File: config.mk
export PLATFORM = sky130hd
export DESIGN_NAME = sysint_gen
export DESIGN_NICKNAME = d
export VERILOG_FILES = /design/src/rtl/sysint_pkg.sv /design/src/rtl/smi_ctl.sv /design/src/rtl/sci_status.sv /design/src/rtl/sci_router.sv /design/src/rtl/sysint_gen.sv
export SDC_FILE = /design/constraint.sdc
export NUM_CORES = 1
export LEC_CHECK = 0
export ABC_AREA = 0
export BUFFER_PORTS_ARGS = -buffer_cell sky130_fd_sc_hd__buf_2
export CAP_MARGIN = 0
export CORE_MARGIN = 3
export CORE_UTILIZATION = 36
export CTS_CLUSTER_SIZE = 12
export DETAILED_ROUTE_END_ITERATION = 7
export PLACE_DENSITY = 0.73
export SLEW_MARGIN = 20
export SYNTH_ARGS = -nofsm -noshare
export SYNTH_HDL_FRONTEND = slang
export SYNTH_SLANG_ARGS = --single-unit
File: constraint.sdc
create_clock -name clk -period 1.63 [get_ports clk]
set_clock_uncertainty 0.2 [all_clocks]
set_input_delay 0 -clock clk [delete_from_list [all_inputs] [get_ports clk]]
set_output_delay 0 -clock clk [all_outputs]
set_load 0.02 [all_outputs]
File: src/rtl/sysint_pkg.sv
package sysint_pkg;

    localparam int N_LINES = 7;

    typedef enum logic [1:0] {
        SMI_IDLE   = 2'd0,
        SMI_ACTIVE = 2'd1,
        SMI_GAP    = 2'd2
    } smi_state_e;

    typedef struct packed {
        logic       level;
        logic       legal;
        logic       shared;
        logic [4:0] sel;
    } route_req_t;

    function automatic logic [4:0] line_irq(input int j);
        return (j < 3) ? 5'(9 + j) : 5'(17 + j);
    endfunction

    function automatic logic sel_legal(input logic [4:0] sel, input logic apic);
        return ((sel >= 5'd9) && (sel <= 5'd11)) ||
               (apic && (sel >= 5'd20) && (sel <= 5'd23));
    endfunction

endpackage

File: src/rtl/smi_ctl.sv
module smi_ctl
    import sysint_pkg::*;
#(
    parameter int N_SMI   = 8,
    parameter int GAP_CYC = 4
)(
    input  logic             clk,
    input  logic             rst,
    input  logic [N_SMI-1:0] evt_i,
    input  logic             eos_i,
    output logic             smi_n_o,
    output logic             pend_o
);
    localparam int CW = (GAP_CYC > 2) ? $clog2(GAP_CYC) : 1;
    localparam logic [CW-1:0] LAST = CW'(GAP_CYC - 1);

    smi_state_e    state_q;
    logic [CW-1:0] cnt_q;
    logic          pend_q;
    logic          any_evt;

    assign any_evt = |evt_i;

    always_ff @(posedge clk) begin
        if (rst) begin
            state_q <= SMI_IDLE;
            cnt_q   <= '0;
            pend_q  <= 1'b0;
        end else begin
            unique case (state_q)
                SMI_IDLE: begin
                    if (any_evt) state_q <= SMI_ACTIVE;
                end
                SMI_ACTIVE: begin
                    if (any_evt) pend_q <= 1'b1;
                    if (eos_i) begin
                        state_q <= SMI_GAP;
                        cnt_q   <= '0;
                    end
                end
                SMI_GAP: begin
                    if (cnt_q == LAST) begin
                        if (pend_q || any_evt) begin
                            state_q <= SMI_ACTIVE;
                            pend_q  <= 1'b0;
                        end else begin
                            state_q <= SMI_IDLE;
                        end
                    end else begin
                        cnt_q <= cnt_q + 1'b1;
                        if (any_evt) pend_q <= 1'b1;
                    end
                end
                default: state_q <= SMI_IDLE;
            endcase
        end
    end

    assign smi_n_o = (state_q != SMI_ACTIVE);
    assign pend_o  = pend_q;

    // Checker state: length of the current high run, saturating at GAP_CYC
    localparam int HW = $clog2(GAP_CYC + 1);
    logic [HW-1:0] hi_run;
    logic          was_active;
    always_ff @(posedge clk) begin
        if (rst) begin
            hi_run     <= '0;
            was_active <= 1'b0;
        end else if (!smi_n_o) begin
            hi_run     <= '0;
            was_active <= 1'b1;
        end else if (hi_run != HW'(GAP_CYC)) begin
            hi_run <= hi_run + 1'b1;
        end
    end

    assert_evt_pulls_low_R1: assert property (@(posedge clk) disable iff (rst)
        (state_q == SMI_IDLE && any_evt) |=> !smi_n_o);

    assert_hold_until_eos_R2: assert property (@(posedge clk) disable iff (rst)
        (!smi_n_o && !eos_i) |=> !smi_n_o);

    assert_min_gap_R3: assert property (@(posedge clk) disable iff (rst)
        (was_active && !smi_n_o && hi_run != '0) |-> (hi_run == HW'(GAP_CYC)));

    assert_pend_reasserts_R4: assert property (@(posedge clk) disable iff (rst)
        (state_q == SMI_GAP && cnt_q == LAST && pend_q) |=> (!smi_n_o && !pend_o));

endmodule

File: src/rtl/sci_status.sv
module sci_status #(
    parameter int N_SCI = 8
)(
    input  logic             clk,
    input  logic             rst,
    input  logic [N_SCI-1:0] set_i,
    input  logic [N_SCI-1:0] clr_i,
    input  logic [N_SCI-1:0] en_i,
    output logic [N_SCI-1:0] sts_o,
    output logic             level_o
);
    logic [N_SCI-1:0] sts_q;

    for (genvar k = 0; k < N_SCI; k++) begin : g_bit
        always_ff @(posedge clk) begin
            if (rst)           sts_q[k] <= 1'b0;
            else if (set_i[k]) sts_q[k] <= 1'b1;
            else if (clr_i[k]) sts_q[k] <= 1'b0;
        end
    end

    assign sts_o   = sts_q;
    assign level_o = |(sts_q & en_i);

    assert_w1c_clears_R6: assert property (@(posedge clk) disable iff (rst)
        1'b1 |=> ((sts_o & $past(clr_i & ~set_i)) == '0));

    assert_set_wins_R6: assert property (@(posedge clk) disable iff (rst)
        1'b1 |=> ((sts_o & $past(set_i)) == $past(set_i)));

endmodule

File: src/rtl/sci_router.sv
module sci_router
    import sysint_pkg::*;
(
    input  route_req_t         req_i,
    output logic [N_LINES-1:0] irq_o
);
    logic [N_LINES-1:0] hit;

    for (genvar j = 0; j < N_LINES; j++) begin : g_line
        assign hit[j]   = req_i.level && req_i.legal && (req_i.sel == line_irq(j));
        assign irq_o[j] = hit[j] ^ req_i.shared;
    end

    always_comb begin
        assert_one_line_R7: assert ($onehot0(irq_o ^ {N_LINES{req_i.shared}}));
        if (!req_i.legal)
            assert_illegal_quiet_R8: assert (irq_o == {N_LINES{req_i.shared}});
    end

endmodule

File: src/rtl/sysint_gen.sv
module sysint_gen
    import sysint_pkg::*;
#(
    parameter int N_SMI   = 8,
    parameter int N_SCI   = 8,
    parameter int GAP_CYC = 4
)(
    input  logic               clk,
    input  logic               rst,
    input  logic [N_SMI-1:0]   smi_evt_i,
    input  logic               eos_wr_i,
    input  logic [N_SCI-1:0]   sci_set_i,
    input  logic [N_SCI-1:0]   sci_clr_i,
    input  logic [N_SCI-1:0]   sci_en_i,
    input  logic               apic_mode_i,
    input  logic [4:0]         irq_sel_i,
    input  logic               shared_i,
    output logic               smi_n_o,
    output logic [N_LINES-1:0] sci_irq_o,
    output logic               smi_pend_o,
    output logic [N_SCI-1:0]   sci_sts_o
);
    logic       sci_level;
    route_req_t rreq;

    smi_ctl #(.N_SMI(N_SMI), .GAP_CYC(GAP_CYC)) u_smi (
        .clk    (clk),
        .rst    (rst),
        .evt_i  (smi_evt_i),
        .eos_i  (eos_wr_i),
        .smi_n_o(smi_n_o),
        .pend_o (smi_pend_o)
    );

    sci_status #(.N_SCI(N_SCI)) u_sts (
        .clk    (clk),
        .rst    (rst),
        .set_i  (sci_set_i),
        .clr_i  (sci_clr_i),
        .en_i   (sci_en_i),
        .sts_o  (sci_sts_o),
        .level_o(sci_level)
    );

    always_comb begin
        rreq.level  = sci_level;
        rreq.legal  = sel_legal(irq_sel_i, apic_mode_i);
        rreq.shared = shared_i;
        rreq.sel    = irq_sel_i;
    end

    sci_router u_route (
        .req_i(rreq),
        .irq_o(sci_irq_o)
    );

    assert_level_follows_R5: assert property (@(posedge clk) disable iff (rst)
        ($past(sci_sts_o & sci_en_i) != '0 && $past(sci_clr_i) == '0 &&
         $stable(sci_en_i) && $stable(irq_sel_i) && $stable(apic_mode_i) &&
         $stable(shared_i) && sel_legal(irq_sel_i, apic_mode_i))
        |-> (sci_irq_o != {N_LINES{shared_i}}));

    assert_reset_state_R10: assert property (@(posedge clk)
        $past(rst) |-> (smi_n_o && !smi_pend_o && sci_sts_o == '0));

endmodule

==> flow_summary.yaml, run 1 <==
outcome:
  status: "finished, violations left"
  violations: "negative setup slack"
route:
  via_per_inst: 5.16
  drt-total-wl_microns: 3580
  drt_first_pass_iters: 4
  ant_nets: 0
  vias: 1119
  drc_errors: 0
  dr.first_iter.drc_count: 23
  post_drt_wl_per_cell_microns: 16.5
global_route:
  grt_max_degree: 15
  antenna_found_initial: 0
  gr-usage-met1: 0.217
  met2_usage: 0.427
  grt_usage: 0.221
  grt_pass1_vias: 1091
  grt_overflow: 0
  grt_pass1_wl_microns: 4600
  grt.busiest_layer: "met2"
  grtUsageMet3: 0.0388
worst_setup_path:
  path_max_fanout: 7
  r2r_slack_ns: -0.12
  path_class: "reg2out"
  cp.required_ns: 1.43
  cp-start-kind: "flop"
  cp-end-kind: "output pin"
  arrival_ns: 1.57
synth:
  synth_cells: 95
  syn_avg_cell_area_sq_um: 8.65
  synth.cell_area_sq_um: 822
  synth.area.mux_share: 0.0122
  synth-compound-area-share: 0.172
  syn_nets: 143
  async_flop_share: 0
  synth_top_family_by_area: "simple AND/OR/NAND/NOR gates"
  ys_seq_elements: 13
  yosysSeqAreaShare: 0.317
  synth-main-ff-cell: "dfxtp_1"
  synth_edf_count: 0
  synth-simple-area-share: 0.269
  synth-xor-area-share: 0.0746
  synth_warnings: 0
  synth_cell_type_count: 28
  synthAdderAreaFrac: 0.0913
layout:
  diodes: 0
  area_delta_synth_final_pct: 97.7
  final_common_cell: "buf_2"
  mostFrequentLayoutCells: "buf_2 (51), dlygate4sd3_1 (25), buf_4 (14)"
  fin_nets: 239
  drive_above_1_share: 0.526
floorplanning:
  die_y_microns: 53.8
  die_x_microns: 53.8
  die-area_sq_um: 2890
  coreArea_sq_um: 2060
  io_pins: 59
  rows: 16
  start_util: 0.399
power_and_ir_drop:
  max-vdd-ir-drop_uv: 750
  p_switching_w: 0.000552
  p_sw_frac: 0.378
  pwr-share-clk: 0.145
  p_comb_frac: 0.562
  p_seq_frac: 0.293
  leakage_nw: 0.770
  internal_power_w: 0.000908
  power-per-cell-area_nw_per_um2: 898
clock_tree:
  clk_latency_ns: 0.29
  cts_root_buffer: "clkbuf_4"
  path_clk_slew_ns: 0.09
  htreeDepth: 1
  cts_made_buffers: 3
  cts_buffer_depth: 2
  clock_sinks: 13
  cts_tree: "done"
placement:
  routabilityCongestion: 0.759
  io_buffers: 58
  place_hpwl_microns: 1810
  preCtsSetupSlack_ns: -0.125
timing:
  period_minus_slack_ns: 1.77
  maxSlewViolCount: 0
  setup_tns_ns: -0.683
  slew_headroom: 0.754
  rsz0062_at_grt: "true"
  max_freq_ghz: 0.564
  setup_viol: 10
  finalHoldViolCount: 0
  worstMarginPinSlew_ns: 0.369
  post-route-period-util: 1.09
  layout_setup_ws_ns: -0.143
flow_run:
  maxCapViolations: 0
hold_path:
  hp-class: "in2reg"
routing by layer:
metal | vias up | part of all wire
met5 | - | 0
met4 | 0 | 0.034
met3 | 11 | 0.046
met2 | 47 | 0.56
met1 | 541 | 0.36
li1 | 520 | -
worst max-delay path, cell delays in order, from the launching register on:
cell      delay [ns]
dfxtp_2         0.34
a22oi_2         0.19
nand4_1         0.14
buf_6           0.16
nand4b_1        0.16
xnor2_2         0.14
buf_4           0.17
sequential cells by signal, summed over array words and instances (netlist names):
signal,flops
u_smi.state_q,2
u_smi.pend_o,1
u_sts.sts_o,8
u_smi.cnt_q,2
power by group through the flow:
stage | combinational (W) | sequential (W) | clock, W
global placement | 0.000526 | 0.000414 | 0
global route | 0.000874 | 0.000434 | 0.000223
detailed placement | 0.000547 | 0.000417 | 0
finish | 0.000821 | 0.000428 | 0.000212
floorplan | 0.000315 | 0.000440 | 0
CTS | 0.000698 | 0.000416 | 0.000210
metrics by stage:
stage / total power, W / hold slack, ns / util / cell area (sq um) / instances
after CTS: 0.00132 / -0.142 / 0.757 / 1560 / 215
after global routing: 0.00153 / 0.0861 / 0.788 / 1630 / 217
after global placement: 0.000940 / 0.00311 / 0.566 / 1170 / 181
final: 0.00146 / 0.0666 / 0.788 / 1630 / 217
after floorplan: 0.000755 / -0.138 / - / 827 / 95
after detailed placement: 0.000964 / 0.0158 / 0.566 / 1170 / 181
timing repair:
| action | in CTS | in global routing |
|---|---|---|
| setup endpoints to repair | 11 | 11 |
| pin swaps | 13 | 10 |
| gates cloned | 0 | 0 |
| buffers inserted | 6 | 1 |
| gates resized for setup | 23 | 11 |
| hold buffers | 24 | 1 |
| hold endpoints to repair | 13 | 13 |
logic make-up (layout without fill, tap and decap cells):
kind of cell	count (synthesis)	count (layout)
and+or+nand+nor	34	34
xor gates and xnor gates	7	7
AOI/OAI and AO/OA	20	20
buffers and inverters	14	109
adders and majority gates	6	6
muxes	1	1
DFF	13	13
final cells by class:
cell class,count,area (sq um)
clock buffer,4,26.3
fill,132,437
inverter,12,47.5
multi-input combinational,68,599
sequential,13,274
tap,27,33.8
timing repair buffer,93,644
cells in the mapped netlist, types with 2 or more instances:
cell       n  area share
xnor2_1    7       0.075
nand4_1    3       0.023
dfxtp_1   13        0.32
nand2_1    5       0.023
inv_1     12       0.055
nor2b_1    2       0.015
a21oi_1   11       0.067
a22oi_1    4       0.037
nor4_2     2       0.030
nor2_1    11       0.050
nand4b_1   3       0.032
ha_1       6       0.091
worst paths after layout:
path / from / to / depth (start not counted)
worst max-delay path: u_sts.sts_o[0]$_SDFFE_PP0P_ / sci_irq_o[0] / 6
worst min-delay path: eos_wr_i / u_smi.state_q[0]$_SDFFE_PP0P_ / 5
worst max register to register: u_smi.state_q[1]$_SDFFE_PP0P_ / u_smi.state_q[1]$_SDFFE_PP0P_ / 6
worst min register to register: u_smi.cnt_q[1]$_SDFFE_PP0P_ / u_smi.cnt_q[1]$_SDFFE_PP0P_ / 2
Power figures use the tool's default switching activity.
==> inputs of run 2 (changes only) <==
==> constraint.sdc (replaced) <==
create_clock -name clk -period 1.63 [get_ports clk]
set_clock_uncertainty 0.2 [all_clocks]
set_input_delay 0.0815 -clock clk [delete_from_list [all_inputs] [get_ports clk]]
set_output_delay 0.0815 -clock clk [all_outputs]
set_load 0.02 [all_outputs]
==> flow_summary.yaml, run 2 (same netlist as run 1, synthesis figures left out) <==
outcome:
  status: "finished, violations left"
  violations: "negative setup slack"
timing:
  slew_headroom: 0.766
  finalHoldViolCount: 0
  maxSlewViolCount: 0
  post-route-period-util: 1.13
  worstMarginPinSlew_ns: 0.350
  period_minus_slack_ns: 1.84
  max_freq_ghz: 0.543
  layout_setup_ws_ns: -0.210
  rsz0062_at_grt: "true"
  setup_viol: 11
worst_setup_path:
  reg2regPathDepth: 6
  path_max_fanout: 7
  cp-start-kind: "flop"
  crit_path_cell_trace: "a22oi_2 -> nand4_1 -> buf_6 -> nand4b_1 -> xnor2_1 -> buf_4"
  arrival_ns: 1.56
  path_class: "reg2out"
  cp.required_ns: 1.35
  slowest_delay_ns: 0.34
  cp-end-kind: "output pin"
  cp_slowest_cell: "dfxtp_2"
floorplanning:
  die_y_microns: 53.8
  start_util: 0.399
  die_x_microns: 53.8
  io_pins: 59
  coreArea_sq_um: 2060
  rows: 16
  die-area_sq_um: 2890
clock_tree:
  path_clk_slew_ns: 0.10
  cts_tree: "done"
  cts_buffer_depth: 2
  htreeDepth: 1
  clk_latency_ns: 0.29
  cts_root_buffer: "clkbuf_4"
  clock_sinks: 13
  cts_made_buffers: 3
flow_run:
  maxCapViolations: 0
placement:
  routabilityCongestion: 0.720
  place_hpwl_microns: 1770
  place_inst: 183
  io_buffers: 58
  place_area_sq_um: 1180
  preCtsSetupSlack_ns: -0.0393
layout:
  postLayoutCoreUtil: 0.792
  mostFrequentLayoutCells: "buf_2 (51), dlygate4sd3_1 (22), buf_4 (19)"
  final_common_cell: "buf_2"
  final_cells: 219
  fin_area_sq_um: 1630
  diodes: 0
  largest_register_ffs: 8
  nFillCells: 132
  drive_above_1_share: 0.536
  area_delta_synth_final_pct: 98.6
  fin_nets: 241
global_route:
  grt_pass1_wl_microns: 4080
  grt_max_degree: 15
  grt_pass1_vias: 957
  grt_overflow: 0
  grt_usage: 0.187
  antenna_found_initial: 0
route:
  drt-total-wl_microns: 2900
  post_drt_wl_per_cell_microns: 13.3
  dr.first_iter.drc_count: 12
  vias: 1062
  drt_first_pass_iters: 4
  ant_nets: 0
  via_per_inst: 4.85
  drc_errors: 0
power_and_ir_drop:
  power-per-cell-area_nw_per_um2: 939
  internal_power_w: 0.000970
  leakage_nw: 0.774
  p_sw_frac: 0.367
  total_power_w: 0.00153
  max-vdd-ir-drop_uv: 1070
  pwr-share-clk: 0.144
  p_switching_w: 0.000563
  p_seq_frac: 0.286
  p_comb_frac: 0.569
hold_path:
  hold_depth: 5
  hp-class: "in2reg"
-- run 2: cell count changes in the layout (fill, tap and decap cells not counted), moves of 2 or more --
cell	change
xnor2_2	-2
dfxtp_2	+2
xnor2_1	+2
dfxtp_1	-2
dlygate4sd3_1	-3
buf_4	+5
-- run 2: layout make-up --
class	count	area, sq um	area share
well taps	27	33.8	0.0207
multi-input cells	68	584	0.358
inverters	12	50.0	0.0307
repair buffers	95	661	0.405
flip-flops and latches	13	277	0.169
clock buffers	3	22.5	0.0138
clock inverters	1	5.00	0.00307
-- run 2: path summary, 6_finish.rpt --
kind                                      start                       endpoint  slack [ns]
setup reg to reg  u_smi.state_q[0]$_SDFFE_PP0P_    u_smi.cnt_q[0]$_SDFFE_PP0P_       -0.02
hold reg to reg     u_smi.cnt_q[1]$_SDFFE_PP0P_    u_smi.cnt_q[1]$_SDFFE_PP0P_        0.27
setup / recovery    u_sts.sts_o[0]$_SDFFE_PP0P_                   sci_irq_o[0]       -0.21
hold / removal                     smi_evt_i[3]  u_smi.state_q[0]$_SDFFE_PP0P_        0.02
-- run 2: metrics by stage --
step	setup TNS [ns]	hold WS, ns
6_report	-1.42	0.0171
5_1_grt	-2.17	0.0539
4_1_cts	-0.667	0.000808
3_5_place_dp	-0.104	0.0978
3_3_place_gp	0	0.0847
2_1_floorplan	0	-0.0561
-- run 2: power groups by stage --
stage	Sequential [W]	Combinational, W	Clock, W
global route	0.000444	0.000934	0.000237
floorplan	0.000440	0.000315	0
detailed placement	0.000419	0.000563	0
global placement	0.000416	0.000549	0
finish	0.000439	0.000873	0.000221
CTS	0.000424	0.000703	0.000204
-- run 2: worst max-delay path: cells and delay by family (launching register included) --
| kind | cells | cell delay, ns |
|---|---|---|
| flops | 1 | 0.34 |
| buf+inv | 2 | 0.33 |
| simple gates | 2 | 0.28 |
| compound gates | 1 | 0.20 |
| xor+xnor | 1 | 0.12 |
-- run 2: metal layers --
layer | wire length (microns) | GRT usage | vias to the layer above
li1 | - | - | 522
met1 | 1190 | 0.228 | 504
met2 | 1550 | 0.323 | 30
met3 | 109 | 0.0416 | 6
met4 | 57 | 0.0596 | 0
met5 | 0 | 0 | -
-- run 2: what timing repair did --
action	in CTS	in global routing
hold buffers	22	0
setup buffers	4	6
endpoints found under the hold margin	13	0
pin swaps	13	11
setup endpoints to repair	11	11
resized for setup	20	12
==> inputs of run 3 (changes only) <==
CORE_UTILIZATION = 40   (was 36)
PLACE_DENSITY = 0.77   (was 0.73)
SLEW_MARGIN = 10   (was 20)
clock period = 1.78 ns   (was 1.63 ns; I/O delays follow)
==> flow_summary.yaml, run 3 (same netlist as run 1, synthesis figures left out) <==
timing:
  slew_headroom: 0.712
  setup_viol: 2
  setup_tns_ns: -0.0464
  period_minus_slack_ns: 1.82
  layout_setup_ws_ns: -0.0370
  worstMarginPinSlew_ns: 0.430
  max_freq_ghz: 0.550
  rsz0062_at_grt: "true"
  finalHoldViolCount: 0
  post-route-period-util: 1.02
  maxSlewViolCount: 0
placement:
  place_hpwl_microns: 1770
  io_buffers: 58
  routabilityCongestion: 0.779
  preCtsSetupSlack_ns: 0.0143
floorplanning:
  die_y_microns: 51.3
  die_x_microns: 51.3
  rows: 15
  io_pins: 59
  coreArea_sq_um: 1840
  start_util: 0.447
  die-area_sq_um: 2640
worst_setup_path:
  arrival_ns: 1.53
  path_max_fanout: 7
  cp-end-kind: "output pin"
  cp.required_ns: 1.49
  path_class: "reg2out"
  cp-start-kind: "flop"
global_route:
  antenna_found_initial: 0
  grt_max_degree: 15
  grt_overflow: 0
  grt_usage: 0.204
  grt_pass1_vias: 951
  grt_pass1_wl_microns: 4070
clock_tree:
  htreeDepth: 1
  cts_made_buffers: 3
  cts_buffer_depth: 2
  path_clk_slew_ns: 0.08
  clock_sinks: 13
  cts_tree: "done"
  clk_latency_ns: 0.28
  cts_root_buffer: "clkbuf_4"
route:
  via_per_inst: 4.99
  drc_errors: 0
  drt_first_pass_iters: 4
  dr.first_iter.drc_count: 30
  ant_nets: 0
  vias: 1027
  drt-total-wl_microns: 2770
  post_drt_wl_per_cell_microns: 13.4
layout:
  fin_nets: 230
  postLayoutCoreUtil: 0.806
  nFillCells: 133
  drive_above_1_share: 0.497
  area_delta_synth_final_pct: 80.4
  largest_register_ffs: 8
  mostFrequentLayoutCells: "buf_2 (51), dlygate4sd3_1 (22), a21oi_1 (11), nor2_1 (11)"
  final_common_cell: "buf_2"
  diodes: 0
power_and_ir_drop:
  max-vdd-ir-drop_uv: 662
  leakage_nw: 0.704
  power-per-cell-area_nw_per_um2: 779
  total_power_w: 0.00115
hold_path:
  hp-class: "in2reg"
outcome:
  status: "finished, violations left"
  violations: "negative setup slack"
flow_run:
  maxCapViolations: 0
## run 3: changes by cell type in the layout (fill, tap and decap cells not counted), moves of 2 or more
cell	before	now
buf_4	19	10
dfxtp_2	7	9
dfxtp_4	2	0
inv_2	0	2
inv_4	2	0
## run 3: critical path, stage by stage, from the launching register on
cell      delay (ns)
dfxtp_2         0.34
a22oi_2         0.18
nand4_1         0.13
buf_6           0.16
nand4b_1        0.12
xnor2_1         0.15
buf_4           0.18
## run 3: per-layer routing
metal	track usage	wire length, microns	vias to the layer above
li1	-	-	502
met1	0.220	1070	478
met2	0.397	1520	41
met3	0.0292	122	6
met5	0	0	-
met4	0.0699	56	0
## run 3: layout make-up
class / instances / area, sq um / share of cell area
clock buffer: 4 / 26.3 / 0.0177
inverter: 12 / 45.0 / 0.0304
multi-input combinational: 68 / 547 / 0.369
sequential: 13 / 272 / 0.183
tap: 25 / 31.3 / 0.0211
timing repair buffer: 84 / 562 / 0.379
## run 3: repair_timing
action | 4_1_cts | 5_1_grt
hold buffers | 22 | 0
gates cloned | 0 | 0
endpoints found under the setup margin | 7 | 9
buffers inserted | 2 | 1
gates resized for setup | 6 | 20
endpoints found under the hold margin | 12 | 0
pin swaps | 6 | 5
## run 3: worst paths after layout
check	start	to	slack (ns)	cells past startpoint
min	smi_evt_i[1]	u_smi.state_q[0]$_SDFFE_PP0P_	0.03	5
min reg2reg	u_smi.cnt_q[1]$_SDFFE_PP0P_	u_smi.cnt_q[1]$_SDFFE_PP0P_	0.26	2
max reg2reg	u_smi.state_q[0]$_SDFFE_PP0P_	u_smi.state_q[1]$_SDFFE_PP0P_	0.08	6
max	u_sts.sts_o[6]$_SDFFE_PP0P_	sci_irq_o[5]	-0.04	6
## run 3: through the flow
stage	hold slack (ns)	std cells	area [sq um]
after floorplan	-0.0486	95	822
after global placement	0.0917	177	1140
after detailed placement	0.104	177	1140
after CTS	0.000177	205	1420
after global routing	0.0351	206	1480
final	0.0279	206	1480
## run 3: power by group
part	internal, W	switching, W
clock network	0.0000869	0.0000978
registers	0.000339	0.0000425
logic	0.000303	0.000285
